<file path="config.mk">
export PLATFORM = sky130hd
export DESIGN_NAME = interlock_unit
export DESIGN_NICKNAME = d
export VERILOG_FILES = /design/src/rtl/interlock_pkg.sv /design/src/rtl/src_match_unit.sv /design/src/rtl/hazard_classify.sv /design/src/rtl/stall_ctrl.sv /design/src/rtl/bubble_mux.sv /design/src/rtl/interlock_unit.sv
export SDC_FILE = /design/constraint.sdc
export NUM_CORES = 1
export LEC_CHECK = 0
export BUFFER_PORTS_ARGS = -buffer_cell sky130_fd_sc_hd__clkbuf_2
export CAP_MARGIN = 15
export CORE_AREA = 2 2 39 41
export DETAILED_ROUTE_END_ITERATION = 10
export DIE_AREA = 0 0 41 43
export PLACE_DENSITY = 0.7
export SLEW_MARGIN = 15
export SYNTH_ARGS = -nofsm -noshare
export SYNTH_HDL_FRONTEND = slang
export SYNTH_HIERARCHICAL = 1
export SYNTH_SLANG_ARGS = --single-unit
</file>
<file path="constraint.sdc">
create_clock -name vclk -period 3.7
set_input_delay 0.185 -clock vclk [all_inputs]
set_output_delay 0.185 -clock vclk [all_outputs]
set_load 0.01 [all_outputs]
</file>
<file path="src/rtl/interlock_pkg.sv">
`timescale 1ns/1ps
package interlock_pkg;

    // Hazard kind seen by the decode stage. The value ordering reflects how
    // many bubble cycles remain before the dependent instruction may leave.
    typedef enum logic [1:0] {
        HZ_CLEAR = 2'd0,   // nothing pending, decode proceeds
        HZ_FAR   = 2'd1,   // writer in execute/memory: one bubble left
        HZ_NEAR  = 2'd2    // writer in decode/execute: two bubbles left
    } hazard_kind_e;

endpackage

</file>
<file path="src/rtl/src_match_unit.sv">
`timescale 1ns/1ps
// Compares one decode source register against one older pipeline slot.
module src_match_unit #(
    parameter int REG_W = 5
) (
    input  logic [REG_W-1:0] src_reg,
    input  logic [REG_W-1:0] slot_dst,
    input  logic             slot_write,
    output logic             hit
);
    logic src_live;

    // Register 0 is hard-wired and never carries a dependency.
    assign src_live = (src_reg != '0);
    assign hit      = slot_write && src_live && (src_reg == slot_dst);

endmodule

</file>
<file path="src/rtl/hazard_classify.sv">
`timescale 1ns/1ps
// Reduces per-source match bits into a single hazard kind; the nearest
// writer takes precedence because it needs the longer wait.
module hazard_classify
    import interlock_pkg::*;
#(
    parameter int NUM_SRC = 2
) (
    input  logic [NUM_SRC-1:0] near_hits,
    input  logic [NUM_SRC-1:0] far_hits,
    output hazard_kind_e       kind
);
    logic any_near;
    logic any_far;

    assign any_near = |near_hits;
    assign any_far  = |far_hits;

    always_comb begin
        unique case ({any_near, any_far})
            2'b10, 2'b11: kind = HZ_NEAR;
            2'b01:        kind = HZ_FAR;
            default:      kind = HZ_CLEAR;
        endcase
    end

endmodule

</file>
<file path="src/rtl/stall_ctrl.sv">
`timescale 1ns/1ps
// Decodes the hazard kind into the enables for fetch and decode.
module stall_ctrl
    import interlock_pkg::*;
(
    input  hazard_kind_e kind,
    output logic         pc_we,
    output logic         ifid_we,
    output logic         bubble
);
    always_comb begin
        unique case (kind)
            HZ_CLEAR: begin
                pc_we   = 1'b1;
                ifid_we = 1'b1;
                bubble  = 1'b0;
            end
            HZ_FAR, HZ_NEAR: begin
                pc_we   = 1'b0;
                ifid_we = 1'b0;
                bubble  = 1'b1;
            end
            default: begin
                pc_we   = 1'b0;
                ifid_we = 1'b0;
                bubble  = 1'b1;
            end
        endcase
    end

endmodule

</file>
<file path="src/rtl/bubble_mux.sv">
`timescale 1ns/1ps
// Zeroes every control field heading into decode/execute on a bubble.
module bubble_mux #(
    parameter int CTRL_W = 8
) (
    input  logic [CTRL_W-1:0] ctrl_in,
    input  logic              bubble,
    output logic [CTRL_W-1:0] ctrl_out
);
    for (genvar b = 0; b < CTRL_W; b++) begin : g_bit
        assign ctrl_out[b] = ctrl_in[b] & ~bubble;
    end

endmodule

</file>
<file path="src/rtl/interlock_unit.sv">
`timescale 1ns/1ps
module interlock_unit
    import interlock_pkg::*;
#(
    parameter int REG_W   = 5,
    parameter int NUM_SRC = 2,
    parameter int CTRL_W  = 8
) (
    input  logic [NUM_SRC*REG_W-1:0] dec_src_regs,
    input  logic [REG_W-1:0]         ex_dst_reg,
    input  logic                     ex_reg_write,
    input  logic [REG_W-1:0]         mem_dst_reg,
    input  logic                     mem_reg_write,
    input  logic [CTRL_W-1:0]        dec_ctrl,
    output logic                     pc_write_en,
    output logic                     ifid_write_en,
    output logic                     idex_bubble,
    output logic [CTRL_W-1:0]        idex_ctrl
);
    localparam int SRC_BITS = NUM_SRC * REG_W;

    logic [NUM_SRC-1:0] near_hits;
    logic [NUM_SRC-1:0] far_hits;
    hazard_kind_e       kind;

    // One comparator pair per source operand.
    for (genvar k = 0; k < NUM_SRC; k++) begin : g_src
        src_match_unit #(.REG_W(REG_W)) u_near (
            .src_reg   (dec_src_regs[k*REG_W +: REG_W]),
            .slot_dst  (ex_dst_reg),
            .slot_write(ex_reg_write),
            .hit       (near_hits[k])
        );
        src_match_unit #(.REG_W(REG_W)) u_far (
            .src_reg   (dec_src_regs[k*REG_W +: REG_W]),
            .slot_dst  (mem_dst_reg),
            .slot_write(mem_reg_write),
            .hit       (far_hits[k])
        );
    end

    hazard_classify #(.NUM_SRC(NUM_SRC)) u_classify (
        .near_hits(near_hits),
        .far_hits (far_hits),
        .kind     (kind)
    );

    stall_ctrl u_stall (
        .kind   (kind),
        .pc_we  (pc_write_en),
        .ifid_we(ifid_write_en),
        .bubble (idex_bubble)
    );

    bubble_mux #(.CTRL_W(CTRL_W)) u_mux (
        .ctrl_in (dec_ctrl),
        .bubble  (idex_bubble),
        .ctrl_out(idex_ctrl)
    );

    // Assertions: relate outputs of separate submodules at the block edge.
    logic srcs_all_zero;
    always_comb begin
        srcs_all_zero = (dec_src_regs == {SRC_BITS{1'b0}});

        p_zero_src_quiet_r5: assert (!(srcs_all_zero && idex_bubble))
            else $error("register 0 sources raised a stall");

        p_no_writer_quiet_r4: assert (ex_reg_write || mem_reg_write || !idex_bubble)
            else $error("stall raised with no writing slot");

        p_freeze_on_bubble_r6: assert (!idex_bubble || (!pc_write_en && !ifid_write_en))
            else $error("fetch not frozen during bubble");

        p_ctrl_zero_r7: assert (!idex_bubble || (idex_ctrl == '0))
            else $error("control word not cleared on bubble");

        p_ctrl_pass_r8: assert (idex_bubble || (idex_ctrl == dec_ctrl && pc_write_en))
            else $error("control word altered without a stall");
    end

endmodule

</file>
* Word level (Yosys, flattened, before mapping)
Index checks and enable logic that the tools add are counted.
** Storage, ports and cells
- Logic and storage cells :: 32
- Flip-flop bits (word level) :: 0
- Output and inout port bits :: 11
- Input bits :: 30
** Operators by class
- Mux-type cells :: 3
- Bitwise logic cells :: 8
- Reduce and logical (&&, ||, !) cells :: 14
- Equal/unequal tests :: 7
** Operator list (count)
- equality test 5 bit :: 4
- nonzero test 5 bit :: 2
- bitwise AND 1 bit :: 8
- logical AND 1 bit :: 8
- OR reduction 2 bit :: 3
- equality test 2 bit (second input constant) :: 2
- one-hot mux 2 bit (2 select lines) :: 1
- equality test 2 x 1 -> 1 bit (second input constant) :: 1
- zero test 2 bit :: 1
- two-way mux 1 bit :: 2

* Longest topological paths before layout
- Depth in word-level cells :: 9
- Gate-level depth with buffers :: 7

* Cells and area by module
The synthesis kept the hierarchy.
** Modules (own cells, without submodules)
- src_match_unit :: sequential area each 0.0 µm², area each 76.3 µm², cells each 10, instances 4
- bubble_mux :: sequential area each 0.0 µm², area each 50.0 µm², cells each 8, instances 1
- hazard_classify :: sequential area each 0.0 µm², area each 18.8 µm², cells each 3, instances 1
- stall_ctrl :: sequential area each 0.0 µm², area each 17.5 µm², cells each 3, instances 1

* Worst setup path before layout
Ideal clock, no wire load.
- Path kind :: input-to-output
- Start :: input port dec_src_regs[5]
- End :: output port idex_ctrl[0]
- Setup slack :: 2.026 ns
- Stages :: 6
- Required time :: 3.515 ns
- Buffers on the path :: 0
- Arrival :: 1.489 ns
- Cell sequence :: nor4_2 o21ai_1 and4_1 or2_4 or2_1 nor2b_1
** On the way
- Word-level cells in the longest chain between the ends :: 9
** RTL lines
- start: declaration :: line interlock_unit.sv:9 : input logic [NUM_SRC*REG_W-1:0] dec_src_regs,
- nonzero test 5 bit :: line src_match_unit.sv:14 : assign src_live = (src_reg != '0);
- logical AND 1 bit :: line src_match_unit.sv:15 : assign hit = slot_write && src_live && (src_reg == slot_dst);
- logical AND 1 bit * :: line src_match_unit.sv:15
- via near_hits[1] :: line interlock_unit.sv:22 : logic [NUM_SRC-1:0] near_hits;
- OR reduction 2 bit * :: line hazard_classify.sv:16 : assign any_near = |near_hits;
- equality test 2 bit :: line hazard_classify.sv:20 : unique case ({any_near, any_far})
- OR reduction 2 bit :: line hazard_classify.sv:20
- one-hot mux 2 bit (2 select lines) * :: line hazard_classify.sv:20
- via kind[1] :: line interlock_unit.sv:24 : hazard_kind_e kind;
- zero test 2 bit * :: line stall_ctrl.sv:12 : unique case (kind)
- bitwise AND 1 bit * :: line bubble_mux.sv:11 : assign ctrl_out[b] = ctrl_in[b] & ~bubble;
- end: declaration :: line interlock_unit.sv:18 : output logic [CTRL_W-1:0] idex_ctrl
Mark *: on every way through the listed nets, which the timed path passes. The rest lies on a longest branch.

* Worst setup path after layout
- Start :: input port dec_src_regs[5]
- End :: output port idex_ctrl[5]
Same word-level chain as after synthesis.

==> results.yml <==
min_path:
  hold_end: "idex_ctrl[4]"
  hold_class: "in -> out"
  hold_depth: 3
  min_from: "dec_ctrl[4]"
global_routing:
  grt_pass1_vias: 464
  grt_pass1_wl_microns: 1740
  antenna_found_initial: 0
  grt-ovfl-total: 0
  track_usage_pct: 13.2
  grt_max_degree: 10
sta:
  setup_violations: 0
  post-route-min-period_ns: 1.94
  slew_headroom_pct: 82.6
  setup_tns_ns: 0
  worstMarginPinSlew_ns: 0.261
  rsz0062_at_grt: "no"
  finalCritPeriodShare_pct: 52.3
  hold_viol_final: 0
  report.final.slew_viol_count: 0
  max_clock_freq_ghz: 0.517
placed_design:
  gp_congestion: 0.848
  hpwl_microns: 1020
  place_area_sq_um: 609
  io_buffers: 41
floorplanning:
  dieArea_sq_mm: 0.00176
  core-area_sq_mm: 0.00138
  ios: 41
  die_y_microns: 43
  die_w_microns: 41
  fp-row-count: 14
  initial_utilization_pct: 28.3
pwr:
  p_comb_share_pct: 100.0
  swShare_pct: 50.3
  ir_drop_mv: 0.0377
  p_sw_uw: 33.4
  p_int_uw: 33.0
  p_seq_share_pct: 0
  p_leak_uw: 0.000308
  powerDensity_mw_per_mm2: 109
  pwr-share-clk_pct: 0
critical_path:
  crit_type: "in -> out"
  slowest_stage: "or2_1"
  endpoint_kind: "primary output"
  startpoint_type: "input pin"
  worstPathRequired_ns: 3.51
  cp.arrival_ns: 1.75
  cp_max_fo: 9
  cpMostUsedCell: "clkbuf_2"
  crit_chain: "clkbuf_2 > nor4_2 > o21ai_1 > and4_1 > or2_4 > or2_1 > nor2b_1 > clkbuf_2"
  cp_slowest_stage_delay_ns: 0.33
cts:
  cts_hold_buf: 0
  ctsResizeCount: 0
  post_cts_buffers: 0
routing:
  routed.top_layer: "met3"
  wl_met3_microns: 171
  avgViaCountPerCell: 4.69
  num_vias: 516
  drc_errors: 0
  met1_length_microns: 411
  dr.pass1.iters: 2
  met2RoutedLength_microns: 517
  wire_per_inst_microns: 10.0
  totalWireLength_microns: 1100
  drtAntennaViolNets: 0
  dr.first_iter.drc_count: 1
finish:
  regArea_sq_um: 0
  antennaDiodeCount: 0
  seq_cell_count: 0
  n_fill_cell: 152
  final_cell_area_sq_um: 609
  area_delta_synth_final_pct: 55.6
  drive_above_1_share_pct: 50.0
  fin_nets: 126
  clkbuf_count: 0
synth:
  synth_seq_area_share_pct: 0
  synth_cell_types: 14
  synth_compound_area_share_pct: 5.11
  muxShareOfSynthArea_pct: 0
  synth.avg_cell_area_sq_um: 7.25
  ys_warn_count: 6
  netlist_area_sq_um: 392
  synthAdderAreaFrac_pct: 0
  synth_simple_gate_area_share_pct: 57.2
  syn-num-nets: 84
  synth_xor_area_share_pct: 35.8
  synth_top_family_by_area: "simple AND/OR/NAND/NOR gates"
  netlist_instances: 54
flow_run:
  maxCapViolCount: 0
run_status:
  status: "finished clean"
cell families after synthesis:
logic type | count (synthesis)
AND/OR/NAND/NOR | 33
XOR/XNOR | 16
AO/OA/AOI/OAI | 4
buffers and inverters | 1
cells in the mapped netlist:
cell type / n / area (sq um)
xor2_1: 12 / 105
nor2b_1: 8 / 50.1
and4_1: 4 / 35.0
nand2_1: 4 / 15.0
nor3_1: 4 / 20.0
nor4_2: 4 / 50.1
o21ai_1: 4 / 20.0
or2_0: 4 / 25.0
xnor2_1: 4 / 35.0
nor2_1: 2 / 7.51
buf_4: 1 / 7.51
nor2_2: 1 / 6.26
or2_1: 1 / 6.26
or2_4: 1 / 8.76
worst max-delay path: cells and delay by family:
kind,cells,cell delay (ns)
AOI/OAI and AO/OA,1,0.10
and+or+nand+nor,5,1.18
buffers and inverters,2,0.27
power groups by stage:
| stage | Combinational (uW) | Clock, uW | Sequential [uW] |
|---|---|---|---|
| 2_1_floorplan | 31.4 | 0 | 0 |
| 3_3_place_gp | 65.9 | 0 | 0 |
| 6_report | 66.4 | 0 | 0 |
| 4_1_cts | 67.2 | 0 | 0 |
| 5_1_grt | 75.7 | 0 | 0 |
| 3_5_place_dp | 66.9 | 0 | 0 |
final cells by class:
type	instances	area, sq um	share of cell area, %
timing repair buffer	41	205	33.7
multi-input combinational	53	384	63.0
tap	16	20.0	3.29
layout by cell type (no fill, tap or decap):
| master | netlist | layout |
|---|---|---|
| nor2_2 | 1 | 1 |
| nor2_1 | 2 | 2 |
| nor3_1 | 4 | 4 |
| xor2_1 | 12 | 12 |
| or2_1 | 1 | 1 |
| nand2_1 | 4 | 4 |
| or2_0 | 4 | 4 |
| or2_4 | 1 | 1 |
| and4_1 | 4 | 4 |
| nor2b_1 | 8 | 8 |
| clkbuf_2 | 0 | 41 |
| nor4_2 | 4 | 4 |
| o21ai_1 | 4 | 4 |
| xnor2_1 | 4 | 4 |
worst max path at each step:
stage	startpoint	end	slack (ns)	cells past startpoint
final	dec_src_regs[5]	idex_ctrl[5]	1.76	8
after global routing	dec_src_regs[0]	idex_ctrl[0]	1.60	8
after CTS	dec_src_regs[5]	idex_ctrl[5]	1.74	8
after detailed placement	dec_src_regs[5]	idex_ctrl[5]	1.75	8
after global placement	dec_src_regs[5]	idex_ctrl[5]	1.73	8
after floorplan	dec_src_regs[5]	idex_ctrl[0]	2.03	6
stage by stage:
step	utilization (%)	total power [uW]	worst slack, ns	cells	hold WS [ns]
after floorplan	-	31.4	2.03	54	0.507
after global placement	44.0	65.9	1.73	110	0.673
after detailed placement	44.0	66.9	1.75	110	0.671
after CTS	44.0	67.2	1.74	110	0.671
after global routing	44.0	75.7	1.60	110	0.689
final	44.0	66.4	1.76	110	0.670
metal layers:
metal / GRT usage [%] / vias to the layer above
met5: 0 / -
met4: 0 / 0
met3: 0.524 / 0
met2: 24.7 / 32
met1: 16.5 / 218
li1: - / 266
Note: power is estimated with default switching activity, not from simulation.
